==> config.mk <==
export PLATFORM = sky130hd
export DESIGN_NAME = rx_gain_ctrl
export DESIGN_NICKNAME = d
export VERILOG_FILES = /design/src/rtl/rx_gain_pkg.sv /design/src/rtl/rx_win_track.sv /design/src/rtl/rx_ref_calc.sv /design/src/rtl/rx_gain_map.sv /design/src/rtl/rx_pulse_timer.sv /design/src/rtl/rx_gain_ctrl.sv
export SDC_FILE = /design/constraint.sdc
export NUM_CORES = 1
export LEC_CHECK = 0
export BUFFER_PORTS_ARGS = -buffer_cell sky130_fd_sc_hd__buf_2
export CAP_MARGIN = 20
export CORE_ASPECT_RATIO = 0.75
export CORE_MARGIN = 10
export CORE_UTILIZATION = 55
export CTS_CLUSTER_SIZE = 40
export DETAILED_ROUTE_END_ITERATION = 8
export MAX_ROUTING_LAYER = met4
export PLACE_DENSITY = 0.72
export SKIP_CTS_REPAIR_TIMING = 1
export SLEW_MARGIN = 20
export SYNTH_ARGS = -nofsm -noshare
export SYNTH_HDL_FRONTEND = slang
export SYNTH_SLANG_ARGS = --single-unit
==> constraint.sdc <==
create_clock -name clk -period 24.6 [get_ports clk]
set_input_delay 7.38 -clock clk [delete_from_list [all_inputs] [get_ports clk]]
set_output_delay 7.38 -clock clk [all_outputs]
set_load 0.005 [all_outputs]
==> src/rtl/rx_gain_pkg.sv <==
package rx_gain_pkg;

    typedef enum logic [2:0] {
        ST_IDLE,
        ST_OBSERVE,
        ST_DECIDE,
        ST_SYNC,
        ST_DONE
    } agc_state_t;

    localparam int FRAC_BITS = 16;

    // Fixed-point scale factors in units of 1/65536, truncated
    localparam logic [FRAC_BITS-1:0] K_LOW   = 16'd21845; // one third
    localparam logic [FRAC_BITS-1:0] K_MID   = 16'd33095; // 0.505
    localparam logic [FRAC_BITS-1:0] K_UPPER = 16'd23592; // 0.36

    localparam int LVL_MID_BAND = 4;

endpackage

==> src/rtl/rx_win_track.sv <==
module rx_win_track #(
    parameter int SMP_W   = 10,
    parameter int WIN_LEN = 8
) (
    input  logic             clk,
    input  logic             rst_n,
    input  logic             clr,
    input  logic             run,
    input  logic             smp_vld,
    input  logic [SMP_W-1:0] smp,
    output logic [SMP_W-1:0] peak,
    output logic [SMP_W-1:0] trough,
    output logic             win_last
);

    localparam int CNT_W = (WIN_LEN > 2) ? $clog2(WIN_LEN) : 1;
    localparam logic [CNT_W-1:0] LAST_CNT = CNT_W'(WIN_LEN - 1);

    logic [CNT_W-1:0] cnt_q;
    logic [SMP_W-1:0] max_q;
    logic [SMP_W-1:0] min_q;
    logic             seen_q;

    always_ff @(posedge clk or negedge rst_n) begin
        if (!rst_n) begin
            cnt_q  <= '0;
            max_q  <= '0;
            min_q  <= '1;
            seen_q <= 1'b0;
        end else if (clr) begin
            cnt_q  <= '0;
            max_q  <= '0;
            min_q  <= '1;
            seen_q <= 1'b0;
        end else if (run) begin
            cnt_q <= cnt_q + 1'b1;
            if (smp_vld) begin
                seen_q <= 1'b1;
                if (smp > max_q) max_q <= smp;
                if (smp < min_q) min_q <= smp;
            end
        end
    end

    assign peak     = max_q;
    assign trough   = seen_q ? min_q : max_q;
    assign win_last = run && (cnt_q == LAST_CNT);

endmodule

==> src/rtl/rx_ref_calc.sv <==
module rx_ref_calc
    import rx_gain_pkg::*;
#(
    parameter int SMP_W = 10,
    parameter int LVL_W = 4
) (
    input  logic [SMP_W-1:0] peak,
    input  logic [SMP_W-1:0] trough,
    input  logic [LVL_W-1:0] lvl,
    output logic [SMP_W-1:0] ref_val
);

    localparam int PROD_W = SMP_W + FRAC_BITS;

    logic [SMP_W-1:0]      span;
    logic [FRAC_BITS-1:0]  k_sel;
    logic [PROD_W-1:0]     prod;
    logic [SMP_W-1:0]      part;
    logic                  from_top;

    always_comb begin
        span = peak - trough;
        if (lvl < LVL_W'(LVL_MID_BAND)) begin
            k_sel    = K_LOW;
            from_top = 1'b0;
        end else if (lvl == LVL_W'(LVL_MID_BAND)) begin
            k_sel    = K_MID;
            from_top = 1'b0;
        end else begin
            k_sel    = K_UPPER;
            from_top = 1'b1;
        end
        prod    = PROD_W'(span) * PROD_W'(k_sel);
        part    = prod[FRAC_BITS +: SMP_W];
        ref_val = from_top ? (peak - part) : (trough + part);
    end

endmodule

==> src/rtl/rx_gain_map.sv <==
module rx_gain_map #(
    parameter int N_STEPS = 10,
    parameter int LVL_W   = 4
) (
    input  logic [LVL_W-1:0]   lvl,
    output logic [N_STEPS-1:0] en
);

    for (genvar i = 0; i < N_STEPS; i++) begin : g_step
        assign en[i] = (lvl > LVL_W'(i));
    end

endmodule

==> src/rtl/rx_pulse_timer.sv <==
module rx_pulse_timer #(
    parameter int LEN = 8
) (
    input  logic clk,
    input  logic rst_n,
    input  logic clr,
    input  logic run,
    output logic last
);

    localparam int CNT_W = (LEN > 2) ? $clog2(LEN) : 1;
    localparam logic [CNT_W-1:0] LAST_CNT = CNT_W'(LEN - 1);

    logic [CNT_W-1:0] cnt_q;

    always_ff @(posedge clk or negedge rst_n) begin
        if (!rst_n)      cnt_q <= '0;
        else if (clr)    cnt_q <= '0;
        else if (run)    cnt_q <= cnt_q + 1'b1;
    end

    assign last = run && (cnt_q == LAST_CNT);

endmodule

==> src/rtl/rx_gain_ctrl.sv <==
module rx_gain_ctrl
    import rx_gain_pkg::*;
#(
    parameter int SMP_W       = 10,
    parameter int N_STEPS     = 10,
    parameter int CLK_HZ      = 1000000,
    parameter int WIN_SEC     = 2,
    parameter int SYNC_SEC    = 2,
    parameter int PEAK_TARGET = 600,
    parameter int LVL_W       = $clog2(N_STEPS + 1)
) (
    input  logic               clk,
    input  logic               rst_n,
    input  logic               start,
    input  logic               smp_vld,
    input  logic [SMP_W-1:0]   smp,
    output logic [N_STEPS-1:0] gain_en,
    output logic [LVL_W-1:0]   gain_lvl,
    output logic [SMP_W-1:0]   cmp_ref,
    output logic               sync_o,
    output logic               done_o
);

    localparam int WIN_LEN  = CLK_HZ * WIN_SEC;
    localparam int SYNC_LEN = CLK_HZ * SYNC_SEC;
    localparam logic [LVL_W-1:0] TOP_LVL = LVL_W'(N_STEPS - 1);
    localparam logic [SMP_W-1:0] TARGET  = SMP_W'(PEAK_TARGET);

    agc_state_t       state_q, state_d;
    logic [LVL_W-1:0] lvl_q;
    logic [SMP_W-1:0] ref_q;

    logic [SMP_W-1:0] win_peak, win_trough, ref_calc;
    logic             win_last, sync_last, settle;
    logic             trk_clr, trk_run, tmr_clr, tmr_run;

    // Window extremes
    rx_win_track #(.SMP_W(SMP_W), .WIN_LEN(WIN_LEN)) u_track (
        .clk      (clk),
        .rst_n    (rst_n),
        .clr      (trk_clr),
        .run      (trk_run),
        .smp_vld  (smp_vld),
        .smp      (smp),
        .peak     (win_peak),
        .trough   (win_trough),
        .win_last (win_last)
    );

    // Level-dependent reference
    rx_ref_calc #(.SMP_W(SMP_W), .LVL_W(LVL_W)) u_calc (
        .peak    (win_peak),
        .trough  (win_trough),
        .lvl     (lvl_q),
        .ref_val (ref_calc)
    );

    // Sync pulse length
    rx_pulse_timer #(.LEN(SYNC_LEN)) u_sync (
        .clk   (clk),
        .rst_n (rst_n),
        .clr   (tmr_clr),
        .run   (tmr_run),
        .last  (sync_last)
    );

    rx_gain_map #(.N_STEPS(N_STEPS), .LVL_W(LVL_W)) u_map (
        .lvl (lvl_q),
        .en  (gain_en)
    );

    assign settle = (win_peak >= TARGET) || (lvl_q == TOP_LVL);

    // Next state
    always_comb begin
        state_d = state_q;
        if (start) begin
            state_d = ST_OBSERVE;
        end else begin
            unique case (state_q)
                ST_IDLE:    state_d = ST_IDLE;
                ST_OBSERVE: if (win_last) state_d = ST_DECIDE;
                ST_DECIDE:  state_d = settle ? ST_SYNC : ST_OBSERVE;
                ST_SYNC:    if (sync_last) state_d = ST_DONE;
                ST_DONE:    state_d = ST_DONE;
                default:    state_d = ST_IDLE;
            endcase
        end
    end

    // State register
    always_ff @(posedge clk or negedge rst_n) begin
        if (!rst_n) state_q <= ST_IDLE;
        else        state_q <= state_d;
    end

    // Level and reference registers
    always_ff @(posedge clk or negedge rst_n) begin
        if (!rst_n) begin
            lvl_q <= '0;
            ref_q <= '0;
        end else if (start) begin
            lvl_q <= '0;
            ref_q <= '0;
        end else if (state_q == ST_DECIDE) begin
            if (settle) ref_q <= ref_calc;
            else        lvl_q <= lvl_q + 1'b1;
        end
    end

    // Outputs and sub-block controls
    always_comb begin
        trk_clr = start;
        trk_run = 1'b0;
        tmr_clr = 1'b0;
        tmr_run = 1'b0;
        sync_o  = 1'b0;
        done_o  = 1'b0;
        unique case (state_q)
            ST_IDLE:    ;
            ST_OBSERVE: trk_run = 1'b1;
            ST_DECIDE: begin
                tmr_clr = 1'b1;
                if (!settle) trk_clr = 1'b1;
            end
            ST_SYNC: begin
                tmr_run = 1'b1;
                sync_o  = 1'b1;
            end
            ST_DONE:    done_o = 1'b1;
            default:    ;
        endcase
    end

    assign gain_lvl = lvl_q;
    assign cmp_ref  = ref_q;

endmodule

[After elaboration in Yosys (flattened, before gate mapping)]
Index checks and enable logic that the tools add are counted.
Operators by class
  $add $sub $neg: 6
  $mul: 1
  magnitude comparators: 14
  eq/ne operators: 11
  mux-type cells: 38
  reductions and logical operators: 16
Operators with widths (count)
  $mux 10: 13
  $mux 21: 4
  $add 21x1->21 const B: 2
  $eq 21x21->1 const B: 2
  $mux 16: 2
  $mul 10x16->26: 1
  $sub 10x10->10: 2
  $gt 4x3->1 const B: 4
  $reduce_bool 2->1: 7
  $mux 4: 3
  $pmux 3 s4: 1
  $mux 1: 11
  $add 10x10->10: 1
  $ge 10x10->1 const B: 1
  $gt 10x10->1: 1
  $lt 10x10->1: 1
  $mux 3: 3
  $gt 4x1->1 const B: 2
  $gt 4x2->1 const B: 2
  $gt 4x4->1 const B: 2
  $reduce_and 2->1: 4
  $eq 3x2->1 const B: 2
  $reduce_and 3->1: 2
  $add 4x1->4 const B: 1
  other kinds (11): 12
Storage, ports and cells
  register bits: 80
  input port bits: 14
  logic and storage cells: 94

[Depth between registers and ports, before layout]
  word-level depth: 9
  gate-level depth with buffers: 43

[Hierarchy]
A second synthesis with hierarchy kept.
Unflattened totals
  cell total of the unflattened synthesis: 1119
  area total of the unflattened synthesis: 9892.0 sq um
Modules (own cells, without submodules)
  rx_ref_calc: times used 1, cells an instance 620, area an instance 5236.3 sq um, seq. area each 0.0 sq um
  rx_win_track: times used 1, cells an instance 277, area an instance 2532.4 sq um, seq. area each 1063.5 sq um
  rx_pulse_timer: times used 1, cells an instance 119, area an instance 1129.8 sq um, seq. area each 525.5 sq um
  rx_gain_ctrl: times used 1, cells an instance 92, area an instance 912.1 sq um, seq. area each 425.4 sq um
  rx_gain_map: times used 1, cells an instance 11, area an instance 81.3 sq um, seq. area each 0.0 sq um

[Least setup slack after synthesis]
OpenSTA, ideal clock, no wires.
  path kind: register to register
  start point: register u_track.seen_q
  end point: register ref_q[9], in the netlist cmp_ref[9]
  data arrival time: 9.086 ns
  data required time: 24.513 ns
  slack: 15.428 ns
  cell stages (with the launch flop): 42
  buffers on the path: 2
  path through: dfrtp_1 -> clkbuf_1 -> clkbuf_1 -> nand2_1 -> o21ai_0 -> ha_1 -> inv_1 -> fa_1 -> a21oi_1 -> nor2_1 -> nor2_1 -> o21ai_0 -> a21oi_1 -> o21bai_1 -> a21oi_1 -> xor2_1 -> nor2_1 -> fa_1 -> [6 not listed] -> ha_1 -> a211o_1 -> a21oi_1 -> o2111ai_1 -> and2_1 -> a21o_1 -> a21oi_1 -> xnor2_1 -> ha_1 -> nor2_1 -> nor2_1 -> a2111oi_0 -> nor3_1 -> a31oi_1 -> xor2_1 -> mux2i_1 -> xnor2_1 -> a211oi_2
On the way
  cells in the longest elaborated chain, start to end: 8
Ends and longest elaborated chain
  start: declaration: line rx_win_track.sv:22  | logic seen_q;
  start signal: assignment: line rx_win_track.sv:29  | seen_q <= 1'b0;
  start signal: assignment: line rx_win_track.sv:34  | seen_q <= 1'b0;
  start signal: assignment: line rx_win_track.sv:38  | seen_q <= 1'b1;
  $mux 10 (*): line rx_win_track.sv:46  | assign trough = seen_q ? min_q : max_q;
  $sub 10x10->10: line rx_ref_calc.sv:22  | span = peak - trough;
  $mul 10x16->26: line rx_ref_calc.sv:33  | prod = PROD_W'(span) * PROD_W'(k_sel);
  $add 10x10->10 / $sub 10x10->10 (equally long branches): line rx_ref_calc.sv:35  | ref_val = from_top ? (peak - part) : (trough + part);
  $mux 10 (*): line rx_ref_calc.sv:35
  $mux 10 (*): line rx_gain_ctrl.sv:106  | if (settle) ref_q <= ref_calc;
  $mux 10 (*): line rx_gain_ctrl.sv:105  | end else if (state_q == ST_DECIDE) begin
  $mux 10 (*): line rx_gain_ctrl.sv:102  | end else if (start) begin
  end signal: assignment: line rx_gain_ctrl.sv:106
  end: declaration: line rx_gain_ctrl.sv:31  | logic [SMP_W-1:0] ref_q;
Mark *: on every way between the ends. The rest lies on a longest branch, timed or not. The select of a mux whose other input is x is not followed.
A chain may end at the register's enable or synchronous reset.

[Final worst setup path]
Same ends and word-level chain as after synthesis.

==> results list <==
- The run finished with clean final reports.
* Dominant combinational cell family by area after synthesis: adder cells
- # diodes: 0
- Using the TritonRoute via totals, the vias-per-cell ratio works out to 5.60.
* Max Root-Sink Buffers: 2
- Overall die area: approximately 23000 um^2
- Fraction of layout instances using a drive strength above 1: 0.0793
- Instance count after placement with tap cells included: approximately 1300
* Detailed Route WL: 22300 um
* Largest delay share family, worst path: adder cells
* Final cell count without fillers: 1287
- The netlist uses 63 different library cells.
- For this block, the initial DRC count from the detailed router was 406.
- Total grt overflow: 0
- For the worst setup path, the data arrival time is 10.33 ns.
* Maximum level of the CTS H-tree: 3
- Setup violations remaining at the end of the flow were counted as 0.
- Share of the synthesized netlist area taken by xor and xnor gates: 0.0659
- Number of antenna violations at the first check in global routing: 0
* Slew margin rel.: 0.305
* Seq/Total Area, Yosys: 0.214
- Total half-perimeter wirelength after legalization and detailed placement: 18200 um
- Setup repair after global routing left no endpoint under its margin.
- Of the total synthesized cell area, the portion taken by AND, OR, NAND and NOR gates is 0.152.
- Number of clock buffers inserted by TritonCTS: 9
- The first global-routing pass estimated 37200 um of wire.
* Syn-to-layout area delta: 7.60%
- Synth Net Count: 1275
- The tree is rooted in a sky130_fd_sc_hd__clkbuf_16.
- STA classifies the critical path startpoint as a flip-flop.
- Counting flops with an async set or reset pin after synthesis yields a share of 1.00.
- Crit-path max FO: 21
- Timing-limited maximum frequency: just under 100 MHz
- Actual slew at the worst max-slew pin: around 1.0 ns
- Wire length per cell: 17.4 um
- After the last flow step, the layout net total stands at about 1300.
* Area of the core: 16800 um^2
- Synthesis produced 1042 cells.
- WS Path Type: flip-flop to flip-flop
- The detailed router placed 7204 vias in this run.
- Max stage delay cell, worst path: sky130_fd_sc_hd__dfrtp_1
- Buffer and inverter count on the worst path: 3
* Number of primary I/O pins: 40
* Final Slew Violations: 0
- The count of final hold-check violations was 0.
- Hold Path Class: flip-flop to flip-flop
- TritonCTS built the clock tree.
- Dividing the final minimum period by the clock period gives 0.412.
* Post-route setup TNS: 0 ns
- Counting every sink on the clock net gives 80.
* Share of synthesized area spent on multiplexers: 0.0170
- Count of input and output buffers: 39
* Final-layout fill cell count: 1484
* Required time worst endpoint: 24.80 ns
* Post-synth EDFFs: 0
- From left edge to right edge, the die measures around 170 um.
* Worst Hold Margin: 0.498 ns
* Number of detailed-routing iterations run before antenna repair: 5
* Cell seen most often among critical-path stages: sky130_fd_sc_hd__fa_1
- The worst setup path is captured at a flip-flop.
* Antenna viol nets, final: 0
- Entering global routing, the biggest net connects 81 pins.
* Count of standard-cell rows: 41
* Summed instance area of the synthesized netlist: approximately 9400 um^2
- Via count of the first global-routing pass: 7173
- Adder-Cell Fraction of Synth Area: 0.357
- Post-synthesis register bit count: 80
- Clock-pin slew was measured on the worst setup and hold paths at 0.06 ns.
- Max-capacitance violation count: 0
- # DRC: 0
- Synthesized area divided by synthesized cell count: 9.03 um^2
- Chip Height: ~130 um
- For this configuration, the core starts out at a cell density of 0.559.
- At the end of routability-driven placement, the weighted congestion stood at 0.968.
- For this run, the leading register cell type out of synthesis is sky130_fd_sc_hd__dfrtp_1.
- The clock arrives with 0.0124 ns of skew.
- During synthesis, Yosys emitted a total of 0 warnings.
* Synth Area in Compound Gates: 0.111
- The clock reaches the later pin of the worst-skew pair after between 0.3 and 0.4 ns.
* Final min period: 10.13 ns
- GR Util All Layers: 0.208
- Crit-path max cell delay: 0.60 ns
-- per-stage QoR --
| step | area, um^2 | setup WS [ns] | util |
|---|---|---|---|
| final | 10100 | 14.47 | 0.602 |
| after global routing | 10100 | 13.66 | 0.602 |
| after global placement | 9790 | 14.98 | 0.582 |
| after floorplan | 9410 | 15.43 | - |
| after CTS | 10100 | 14.57 | 0.602 |
| after detailed placement | 9790 | 14.60 | 0.582 |
-- cell type report --
| cell class | instances | area, um^2 | share of cell area |
|---|---|---|---|
| clock buffers | 9 | 225 | 0.0222 |
| repair buffers | 42 | 220 | 0.0217 |
| clock inverters | 5 | 108 | 0.0106 |
| multi-input cells | 755 | 6610 | 0.653 |
| flip-flops and latches | 80 | 2010 | 0.199 |
| inverters | 181 | 679 | 0.0671 |
| well taps | 215 | 269 | 0.0266 |
-- worst reg2reg max path: cells and delay by family (launching register included) --
kind                     cells  cell delay (ns)
AO/OA/AOI/OAI               14             3.21
XOR/XNOR                     4             1.00
adder cells (fa/ha/maj)      9             3.91
buffers and inverters        3             0.16
flip-flops                   1             0.60
multiplexers                 1             0.10
AND/OR/NAND/NOR              7             0.99
-- logic make-up after synthesis --
kind of cell,Yosys count
simple gates,299
compound gates,151
flops,80
xor+xnor,70
fa+ha+maj,219
mux,16
buf+inv,207
-- cell usage in the layout (no fill, tap or decap), drive strengths merged, types with 4 or more instances in the layout --
cell / instances
o21a: 19
nand4: 14
buf: 42
and4: 5
a311oi: 4
a211oi: 8
o21ai: 30
nor2b: 9
ha: 137
nor3: 13
mux2i: 16
dfrtp: 70
and3: 7
a21o: 9
dfstp: 10
a21oi: 26
inv: 179
clkbuf: 9
or3: 9
o21bai: 8
nor2: 121
fa: 82
xnor2: 38
nand2: 61
nand2b: 10
or2: 10
and2: 7
clkinv: 4
o211ai: 24
nor4b: 4
xor2: 32
nand3: 20
-- state kept, by name (all words and copies together) (netlist names) --
register and cells:
cmp_ref 10, gain_lvl 4, state_q 3, u_sync.cnt_q 21, u_track.cnt_q 21, u_track.min_q 10, u_track.peak 10, u_track.seen_q 1
-- worst paths after layout --
check | startpoint | depth (start not counted) | endpoint | slack, ns
max in group asynchronous | rst_n | 1 | u_track.peak[9] | 16.70
min in group asynchronous | rst_n | 1 | u_sync.cnt_q[14] | 7.20
min | u_sync.cnt_q[6] | 1 | u_sync.cnt_q[6] | 0.50
max reg2reg | u_track.seen_q | 38 | cmp_ref[9] | 14.47
min reg2reg | u_sync.cnt_q[6] | 1 | u_sync.cnt_q[6] | 0.50
max | u_track.seen_q | 38 | cmp_ref[9] | 14.47
-- synthesized netlist by cell type (all sizes together), types with 2 or more instances --
| master | count | share of area |
|---|---|---|
| clkbuf | 17 | 0.0068 |
| a21o | 9 | 0.0072 |
| nand4 | 14 | 0.0093 |
| mux2i | 16 | 0.017 |
| a211oi | 8 | 0.0074 |
| nand2b | 10 | 0.0066 |
| fa | 82 | 0.17 |
| nor2b | 9 | 0.0060 |
| clkinv | 2 | 0.00080 |
| nand3 | 20 | 0.011 |
| buf | 9 | 0.0048 |
| o41ai | 2 | 0.0019 |
| and2 | 7 | 0.0047 |
| a31oi | 3 | 0.0020 |
| nor2 | 121 | 0.048 |
| and3 | 7 | 0.0047 |
| or3 | 9 | 0.0060 |
| o2111ai | 3 | 0.0028 |
| o21bai | 8 | 0.0068 |
| nor4b | 4 | 0.0037 |
| or2 | 10 | 0.0066 |
| o21ai | 30 | 0.016 |
| a21boi | 3 | 0.0024 |
| nor3b | 2 | 0.0028 |
| xor2 | 32 | 0.030 |
| nor3 | 13 | 0.0074 |
| a22o | 2 | 0.0019 |
| o211a | 3 | 0.0032 |
| a311oi | 4 | 0.0037 |
| a211o | 3 | 0.0028 |
| xnor2 | 38 | 0.036 |
| dfrtp | 70 | 0.19 |
| inv | 179 | 0.071 |
| and4 | 5 | 0.0047 |
| nand2 | 61 | 0.024 |
| dfstp | 10 | 0.028 |
| ha | 137 | 0.18 |
| a21oi | 26 | 0.015 |
| o21a | 19 | 0.015 |
| o211ai | 24 | 0.019 |
-- metal layers --
metal,global-route usage,share of wire,vias to the layer above
met5,-,0,-
met4,0.0535,0.018,0
met3,0.0514,0.064,30
met2,0.285,0.41,205
met1,0.300,0.50,3482
li1,-,-,3487
Power is left out: the tool's default activity adds up to more than one toggle a clock period on the data nets, which glitch-free logic cannot reach.
